$ cat config.mk
export PLATFORM = sky130hd
export DESIGN_NAME = sova_weight_reviser
export DESIGN_NICKNAME = d
export VERILOG_FILES = /design/src/rtl/sova_rev_pkg.sv /design/src/rtl/sova_init_weights.sv /design/src/rtl/sova_rev_stage.sv /design/src/rtl/sova_unshuffle.sv /design/src/rtl/sova_weight_reviser.sv
export SDC_FILE = /design/constraint.sdc
export NUM_CORES = 2
export LEC_CHECK = 0
export BUFFER_PORTS_ARGS = -buffer_cell sky130_fd_sc_hd__buf_4
export CAP_MARGIN = 20
export CORE_MARGIN = 2
export CORE_UTILIZATION = 60
export DETAILED_ROUTE_END_ITERATION = 7
export GPL_TIMING_DRIVEN = 0
export PLACE_DENSITY_LB_ADDON = 0.2
export REMOVE_ABC_BUFFERS = 1
export SLEW_MARGIN = 15
export SYNTH_ARGS = -nofsm -noshare
export SYNTH_HDL_FRONTEND = slang
export SYNTH_SLANG_ARGS = --single-unit
$ cat constraint.sdc
create_clock -name clk -period 12.7 [get_ports clk]
set_input_delay 1.27 -clock clk [delete_from_list [all_inputs] [get_ports clk]]
set_output_delay 1.27 -clock clk [all_outputs]
set_load 0.02 [all_outputs]
$ cat src/rtl/sova_rev_pkg.sv
package sova_rev_pkg;

    typedef logic [1:0] sym_t;

    typedef enum logic [1:0] {
        ST_EMPTY = 2'd0,
        ST_FILL  = 2'd1,
        ST_FULL  = 2'd2
    } fill_state_t;

endpackage

$ cat src/rtl/sova_init_weights.sv
module sova_init_weights #(
    parameter int MW = 8,
    parameter int WW = 6
) (
    input  logic [4*MW-1:0] metric,
    output logic [1:0]      key,
    output logic [3*WW-1:0] rows
);
    localparam logic [MW-1:0] CAP = MW'((1 << WW) - 1);

    logic [MW-1:0] m [4];
    logic [MW-1:0] lo01, lo23, lo_all;
    logic [1:0]    i01, i23;
    logic [1:0]    sym_r;
    logic [MW-1:0] diff;

    always_comb begin
        for (int k = 0; k < 4; k++) begin
            m[k] = metric[k*MW +: MW];
        end
        // first comparator level: pairs, lower index wins ties
        if (m[1] < m[0]) begin
            lo01 = m[1];
            i01  = 2'd1;
        end else begin
            lo01 = m[0];
            i01  = 2'd0;
        end
        if (m[3] < m[2]) begin
            lo23 = m[3];
            i23  = 2'd3;
        end else begin
            lo23 = m[2];
            i23  = 2'd2;
        end
        // second comparator level
        if (lo23 < lo01) begin
            lo_all = lo23;
            key    = i23;
        end else begin
            lo_all = lo01;
            key    = i01;
        end
        rows  = '0;
        sym_r = '0;
        diff  = '0;
        for (int r = 1; r < 4; r++) begin
            sym_r = key ^ 2'(r);
            diff  = m[sym_r] - lo_all;
            rows[(r-1)*WW +: WW] = (diff > CAP) ? CAP[WW-1:0] : diff[WW-1:0];
        end
    end

endmodule

$ cat src/rtl/sova_rev_stage.sv
module sova_rev_stage #(
    parameter int WW = 6
) (
    input  logic [3*WW-1:0] old_rows,
    input  logic [1:0]      key,
    input  logic [5:0]      hist,
    input  logic [3*WW-1:0] pw,
    output logic [3*WW-1:0] new_rows
);
    logic [WW-1:0] cand [3];
    logic [WW-1:0] lvl_a, lvl_b;
    logic [WW-1:0] old_v;

    always_comb begin
        new_rows = '0;
        lvl_a    = '0;
        lvl_b    = '0;
        old_v    = '0;
        for (int q = 1; q < 4; q++) begin
            for (int r = 0; r < 3; r++) begin
                // relative row named by path r at this age
                if ((hist[r*2 +: 2] ^ key) == 2'(q)) begin
                    cand[r] = pw[r*WW +: WW];
                end else begin
                    cand[r] = '1;
                end
            end
            old_v = old_rows[(q-1)*WW +: WW];
            lvl_a = (cand[0] < old_v)   ? cand[0] : old_v;
            lvl_b = (cand[2] < cand[1]) ? cand[2] : cand[1];
            new_rows[(q-1)*WW +: WW] = (lvl_b < lvl_a) ? lvl_b : lvl_a;
        end
    end

endmodule

$ cat src/rtl/sova_unshuffle.sv
module sova_unshuffle #(
    parameter int WW = 6
) (
    input  logic [1:0]      key,
    input  logic [3*WW-1:0] rows,
    output logic [4*WW-1:0] nat_w
);
    logic [1:0] rel;

    always_comb begin
        nat_w = '0;
        rel   = '0;
        for (int k = 0; k < 4; k++) begin
            rel = 2'(k) ^ key;
            unique case (rel)
                2'd0: nat_w[k*WW +: WW] = '0;
                2'd1: nat_w[k*WW +: WW] = rows[0*WW +: WW];
                2'd2: nat_w[k*WW +: WW] = rows[1*WW +: WW];
                2'd3: nat_w[k*WW +: WW] = rows[2*WW +: WW];
            endcase
        end
    end

endmodule

$ cat src/rtl/sova_weight_reviser.sv
module sova_weight_reviser
    import sova_rev_pkg::*;
#(
    parameter int MW    = 8,
    parameter int WW    = 6,
    parameter int DEPTH = 10
) (
    input  logic                       clk,
    input  logic                       rst_n,
    input  logic                       in_valid,
    input  logic [4*MW-1:0]            in_metric,
    input  logic [3*(DEPTH-1)*2-1:0]   in_path,
    output logic                       out_valid,
    output logic [1:0]                 out_sym,
    output logic [4*WW-1:0]            out_w
);
    localparam int HD   = DEPTH - 1;
    localparam int ROWW = 3 * WW;
    localparam int CW   = $clog2(DEPTH + 1);
    localparam logic [CW-1:0] LAST = CW'(DEPTH - 1);

    fill_state_t     state_q, state_d;
    logic [CW-1:0]   cnt_q, cnt_d;

    sym_t            key_q [DEPTH];
    logic [ROWW-1:0] wt_q  [DEPTH];
    logic [ROWW-1:0] wt_rev [HD];

    sym_t            new_key;
    logic [ROWW-1:0] new_rows;
    logic [4*WW-1:0] nat_w;

    sova_init_weights #(.MW(MW), .WW(WW)) u_init (
        .metric (in_metric),
        .key    (new_key),
        .rows   (new_rows)
    );

    for (genvar d = 0; d < HD; d++) begin : g_stage
        logic [5:0] hist_d;
        for (genvar r = 0; r < 3; r++) begin : g_path
            assign hist_d[r*2 +: 2] = in_path[(r*HD + d)*2 +: 2];
        end
        sova_rev_stage #(.WW(WW)) u_rev (
            .old_rows (wt_q[d]),
            .key      (key_q[d]),
            .hist     (hist_d),
            .pw       (new_rows),
            .new_rows (wt_rev[d])
        );
    end

    // window storage: key shift array and shuffled weight rows
    always_ff @(posedge clk) begin
        if (!rst_n) begin
            for (int d = 0; d < DEPTH; d++) begin
                key_q[d] <= '0;
                wt_q[d]  <= '0;
            end
        end else if (in_valid) begin
            key_q[0] <= new_key;
            wt_q[0]  <= new_rows;
            for (int d = 1; d < DEPTH; d++) begin
                key_q[d] <= key_q[d-1];
                wt_q[d]  <= wt_rev[d-1];
            end
        end
    end

    sova_unshuffle #(.WW(WW)) u_unshuf (
        .key   (key_q[DEPTH-1]),
        .rows  (wt_q[DEPTH-1]),
        .nat_w (nat_w)
    );

    // state register
    always_ff @(posedge clk) begin
        if (!rst_n) begin
            state_q <= ST_EMPTY;
            cnt_q   <= '0;
        end else begin
            state_q <= state_d;
            cnt_q   <= cnt_d;
        end
    end

    // next-state logic
    always_comb begin
        state_d = state_q;
        cnt_d   = cnt_q;
        unique case (state_q)
            ST_EMPTY: begin
                if (in_valid) begin
                    state_d = ST_FILL;
                    cnt_d   = CW'(1);
                end
            end
            ST_FILL: begin
                if (in_valid) begin
                    cnt_d = cnt_q + CW'(1);
                    if (cnt_q == LAST) begin
                        state_d = ST_FULL;
                    end
                end
            end
            ST_FULL: begin
                state_d = ST_FULL;
            end
            default: begin
                state_d = ST_EMPTY;
                cnt_d   = '0;
            end
        endcase
    end

    // output logic
    always_comb begin
        out_valid = 1'b0;
        out_sym   = '0;
        out_w     = '0;
        unique case (state_q)
            ST_EMPTY, ST_FILL: begin
                out_valid = 1'b0;
            end
            ST_FULL: begin
                out_valid = 1'b1;
                out_sym   = key_q[DEPTH-1];
                out_w     = nat_w;
            end
            default: begin
                out_valid = 1'b0;
            end
        endcase
    end

endmodule

After elaboration in Yosys (flattened, before gate mapping):

Memories as Yosys holds them, arrays and structs flattened.
Index checks and enable logic that the tools add are counted.

* flip-flop bits (word level): 6
* bits in writable memories: 200
* input port bits: 89
* logic and storage cells: 479
* memories kept: 2

* add/sub/neg operators: 4
* magnitude comparators: 90
* equality and inequality tests: 99
* multiplexer cells: 218
* bitwise gates (word level): 57
* reductions and logical operators: 7

Memories
* wt_q: words 10, bits a word 18, read ports 10, clocked after memory_dff 0, wr ports 10, line sova_weight_reviser.sv:26 `logic [ROWW-1:0] wt_q [DEPTH];`
* key_q: words 10, bits a word 2, read ports 10, clocked after memory_dff 0, wr ports 10, line sova_weight_reviser.sv:25 `sym_t key_q [DEPTH];`

Operators by type and width (count)
* $mux 6: 165
* $lt 6x6->1: 81
* $mux 18: 10
* $eq 2x2->1 const B: 63
* $pmux 6 s4: 4
* $mux 8: 9
* $eq 2x1->1 const B: 32
* $xor 2x2->2: 27
* $bmux 8 s2: 3
* $mux 2: 15
* $gt 8x6->1 const B: 3
* $lt 8x8->1: 3
* $mux 24: 1
* $sub 8x8->8: 3
* $or 1x1->1: 20
* $pmux 4 s3: 1
* $logic_not 2->1: 5
* $ge 3x3->1 const B: 3
* $not 2->3: 3
* $mux 4: 2
* $mux 1: 7
* $ne 2x2->1 const B: 3
* $pmux 2 s3: 1
* $reduce_and 3->1: 2
* 4 further kinds: 9

Depth between registers and ports, before layout:

* depth after elaboration: 18
* depth in mapped cells: 54
* depth with buffers taken out: 47

Cells and area by module:

From an unflattened synthesis, not the netlist that was laid out.

* cell total of the unflattened synthesis: 4047
* area, all modules: 32974.1 um^2

Modules (own cells, without submodules)
* sova_rev_stage at g_stage[0].u_rev ...: times used 4, cells each 340, area each 2444.8 um^2
* sova_rev_stage at g_stage[2].u_rev ...: times used 4, cells each 344, area each 2442.3 um^2
* sova_weight_reviser: times used 1, cells each 519, area each 8010.2 um^2
* sova_init_weights: times used 1, cells each 392, area each 2607.5 um^2
* sova_rev_stage at g_stage[3].u_rev: times used 1, cells each 340, area each 2339.7 um^2
* sova_unshuffle: times used 1, cells each 60, area each 467.9 um^2

Worst setup path after synthesis:

Ideal clock, no wire load.

* path kind: input port to flip-flop
* from: in in_metric[23]
* to: mem wt_q[8][2] (netlist name), data pin
* library setup time: 256 ps
* arrival: 11506 ps
* data required time: 12444 ps
* setup slack: 938 ps
* stages: 51
* path buffers: 6
* cell sequence: inv_1 ha_1 nand4_1 o31ai_4 clkbuf_1 mux2_2 ha_1 a21oi_1 nor2b_1 o21ai_0 nand2b_1 a221oi_4 o21ai_2 buf_2 buf_1 mux2i_1 clkbuf_1 mux2i_1 [... 15 more ...] ha_1 a21o_1 a21o_1 a21oi_1 nand3b_1 o21ai_1 nand3_1 o21ai_0 ha_1 a21oi_1 nor2b_1 o21ai_0 nand2b_1 nor2_1 nand2_1 o22ai_1 nor3_1 a31o_2

RTL lines
* from (decl): line sova_weight_reviser.sv:11 `input logic [4*MW-1:0] in_metric,`
* to (decl): line sova_weight_reviser.sv:26

==> results.md <==
- The boundary pin count is 116.
- For this block, the initial DRC count from the detailed router was 3094.
- After synthesis the cells add up to 31750 um2.
- The maximum vdd drop is 0.2220 mV.
- The highest clock rate is 82.93 MHz.
- In the routed design, unresolved DRC markers number 0.
- For this block, the via count after detailed routing is 30.97k.
- The share of total power dissipated in the clock network is 0.082.
- After synthesis the netlist holds a flip-flop and latch count of 206.
- The type of origin of the critical path is an input pin.
- The die covers 54770 um2.
- Data arrives at the worst endpoint at 12.35 ns.
- The run finished with clean final reports.
- The cell that appears most often on the critical path is ha_1.
- After detailed placement, the total cell area comes to 33580 um2.
- In this run the horizontal extent of the chip is 234.0 um.
- The number of global-route vias before repair is 28.84k.
- The number of I/O port buffers is 115.
- The insertion delay to the later sink of the worst-skew pair is 0.60 ns.
- Cell internal power was estimated by the tool at 4.685 mW.
- For this run, the slowest stage of the critical path takes 0.72 ns.
- Setup violations remaining at the end of the flow were counted as 0.
- Of all flip-flops after synthesis, the portion carrying an async set or reset was 0.
- Counting distinct cell types in the post-synthesis netlist gives 98.
- The critical path start-end classification is in2reg.
- The number of endpoints with negative hold slack in the final report is 0.
- The number of rows created at floorplan is 84.
- TritonCTS built the clock tree.
- The dominant delay contributor by cell family on the critical path is compound AO/OA/AOI/OAI gates.
- The total congestion overflow after global routing is 0.
- A synthesized cell averages 7.861 um2.
- In this run, CTS created clock tree buffers numbering 29.
- Setup repair after global routing left no endpoint under its margin.
- The final max-slew violation count is 0.
- Summed over all layers, the routed wires come to 103200 um.
- The critical path's slowest cell is or3_2.
- STA classifies the critical path endpoint as a flip-flop.
- At the worst endpoint, the required time is 13.00 ns.
- In this run the power spent charging and discharging nets is 5.481 mW.
- For the pin with the worst max-slew slack, the measured transition is 1.219 ns.
- The maximum number of buffers from clock root to sink is 3.
- The part of the power in combinational logic is 0.797.
- The tool flagged a number of max-cap violations equal to 0.
- Setup total negative slack on the finished layout was measured at 0 ns.
- The share of layout cells above drive strength 1 is 0.09520.
- The number of nets still failing antenna checks after routing is 0.
- Counting both buffers and inverters, the worst setup path holds a total of 7.
- CTS placed an instance of clkbuf_16 at the clock tree root.
- Counting I/O delays and the setup requirement, the final critical path takes 12.06 ns.
- The count of nets after finishing is 4560.
- After legalization and detailed placement, the total HPWL measured 74880 um.
- The die is 234.0 um tall.
- Of the total power, the share spent switching nets is 0.5391.
- Before CTS, the worst setup slack after placement is -1.359 ns.
- The first-pass GRT wire length is 157400 um.
- The share of the Yosys chip area taken by registers is 0.1929.
- The area of the core is 52450 um2.
- For this run, the total global-route usage over all layers was measured as 0.3672.
- Clock tree synthesis found a total of 206 sinks.
- The initial antenna violation count is 1.
- The remaining max-slew budget at the tightest pin is 0.1809.
- The post-route cell area is 34850 um2.
- Dividing total power by cell area gives a power density of 291.7 nW/um2.
- The H-tree depth is 1.
- The worst hold-check path type is reg2reg.
- After detailed routing, the number of vias per cell comes to 6.514.
- Entering global routing, the biggest net connects 59 pins.
- The largest fanout on the critical path is 21.
- The initial core utilization is 0.6054.
- The weighted congestion reported at the end of routability-driven placement is 0.9590.
- Summed over all cells, the static leakage comes to 14.76 nW.
- Dividing the detail-routed wire length by the instance count gives 21.70 um.
- After technology mapping, the gate count stands at 4039.
- Setup slack closes at 0.6410 ns.
- The share of the cycle needed by the critical path after routing is 0.9495.
- The largest clock skew in the final design is 0.02999 ns.
- The clock transition at the registers of the reported paths is 0.06 ns.
- The share of total power dissipated in sequential elements is 0.121.
- In this run, synthesis inferred 200 flip-flops with an integrated enable.
- The Yosys step of the flow raised 0 warnings.
- The number of optimization iterations in the first detailed-route pass is 6.
- The most used flip-flop cell after synthesis is edfxtp_1.
- From synthesis to final layout, the design area changed by 9.757%.
synthesized netlist by cell type, types with 29 or more instances:
master    number  area [um2]
nand2_1      379        1423
nand4_1       75       469.2
nand3_1       58       290.3
o21ai_0      106       530.5
nor2b_1       51       319.1
a21o_1       130       975.9
xnor2_1       62       543.0
xor2_1        49       429.2
edfxtp_1     200        6006
buf_2         38       190.2
nand2b_1     102       638.1
a21oi_1      196       980.9
o22ai_1       66       412.9
o21a_1        47       352.8
mux2_2        84       945.9
mux2i_1      273        2733
clkbuf_1     149       559.3
nor3_1        45       225.2
nor2_1       584        2192
ha_1         423        5293
a311o_1       29       290.3
o211ai_1      58       435.4
and2_1        36       225.2
inv_1        336        1261
flip-flops by register name, indices dropped and copies added (netlist names):
signal,cells
state_q,2
cnt_q,4
key_q,20
wt_q,180
cell type report:
class | count | area (um2)
diodes | 1 | 2.502
clock buffers | 31 | 733.2
clock inverters | 20 | 201.4
fillers | 4380 | 17600
inverters | 337 | 1265
multi-input cells | 3286 | 23740
flip-flops and latches | 206 | 6126
well taps | 688 | 860.8
repair buffers | 185 | 1917
metal layers:
layer,routed length [um],vias up,global-route usage
li1,-,14650,-
met1,41110,14342,0.4748
met2,45130,1550,0.5873
met5,10,-,0
met3,10240,424,0.05751
met4,6688,2,0.2002
cells by family (layout without fill, tap and decap cells):
group | count (synthesis) | in the layout | share of synthesized area
other | 0 | 1 | 0
AND/OR/NAND/NOR | 1455 | 1456 | 0.2118
adder cells (fa/ha/maj) | 435 | 435 | 0.1714
flip-flops | 206 | 206 | 0.1929
buffers and inverters | 549 | 573 | 0.06687
AO/OA/AOI/OAI | 902 | 903 | 0.2015
multiplexers | 380 | 380 | 0.1242
XOR/XNOR | 112 | 112 | 0.03133
worst min-delay path: stages (launching register included):
cell and delay [ns]:
dfxtp_1 0.33, o21ai_0 0.07, a21boi_0 0.07
cells in the final DEF, fill, tap and decap left out, types with 45 or more instances in the layout:
cell type and count:
xnor2_1 61, nor2b_1 50, mux2i_1 272, o21ai_0 105
inv_1 336, nand3_1 54, a21o_1 130, mux2_2 84
o211ai_1 58, o22ai_1 65, xor2_1 49, nor2_1 579
nand2b_1 101, a21oi_1 195, nor3_1 45, o21a_1 46
nand2_1 376, edfxtp_1 200, nand4_1 75, buf_4 144
ha_1 423
stage by stage:
stage / hold slack, ns / std cells / power [mW] / utilization
floorplan: 0.4738 / 3827 / 6.421 / -
global placement: 0.4956 / 4630 / 8.427 / 0.6219
detailed placement: 0.5142 / 4672 / 8.872 / 0.6403
CTS: 0.5226 / 4737 / 9.848 / 0.6611
global route: 0.5363 / 4753 / 10.81 / 0.6644
finish: 0.5178 / 4754 / 10.17 / 0.6645
worst paths after layout:
path / from / to / slack [ns] / depth (start not counted)
min reg2reg: cnt_q[2] / cnt_q[2] / 0.52 / 2
min: cnt_q[2] / cnt_q[2] / 0.52 / 2
max: in_metric[23] / wt_q[3][8] / 0.64 / 46
max reg2reg: key_q[4][1] / wt_q[5][9] / 7.41 / 17
power groups by stage:
| stage | Combinational (mW) | Sequential, mW | Clock (mW) |
|---|---|---|---|
| floorplan | 5.26 | 1.16 | 0 |
| global placement | 7.19 | 1.24 | 0 |
| detailed placement | 7.64 | 1.23 | 0 |
| CTS | 7.79 | 1.22 | 0.834 |
| global route | 8.71 | 1.25 | 0.855 |
| finish | 8.11 | 1.23 | 0.834 |
repair_timing:
item                       in CTS  in global routing
pin swaps                       3                  4
hold buffers                    0                  0
setup endpoints to repair     160                162
setup buffers                  13                 14
gates cloned                    1                  1
gates resized for setup         4                  7
Power figures use the tool's default switching activity.
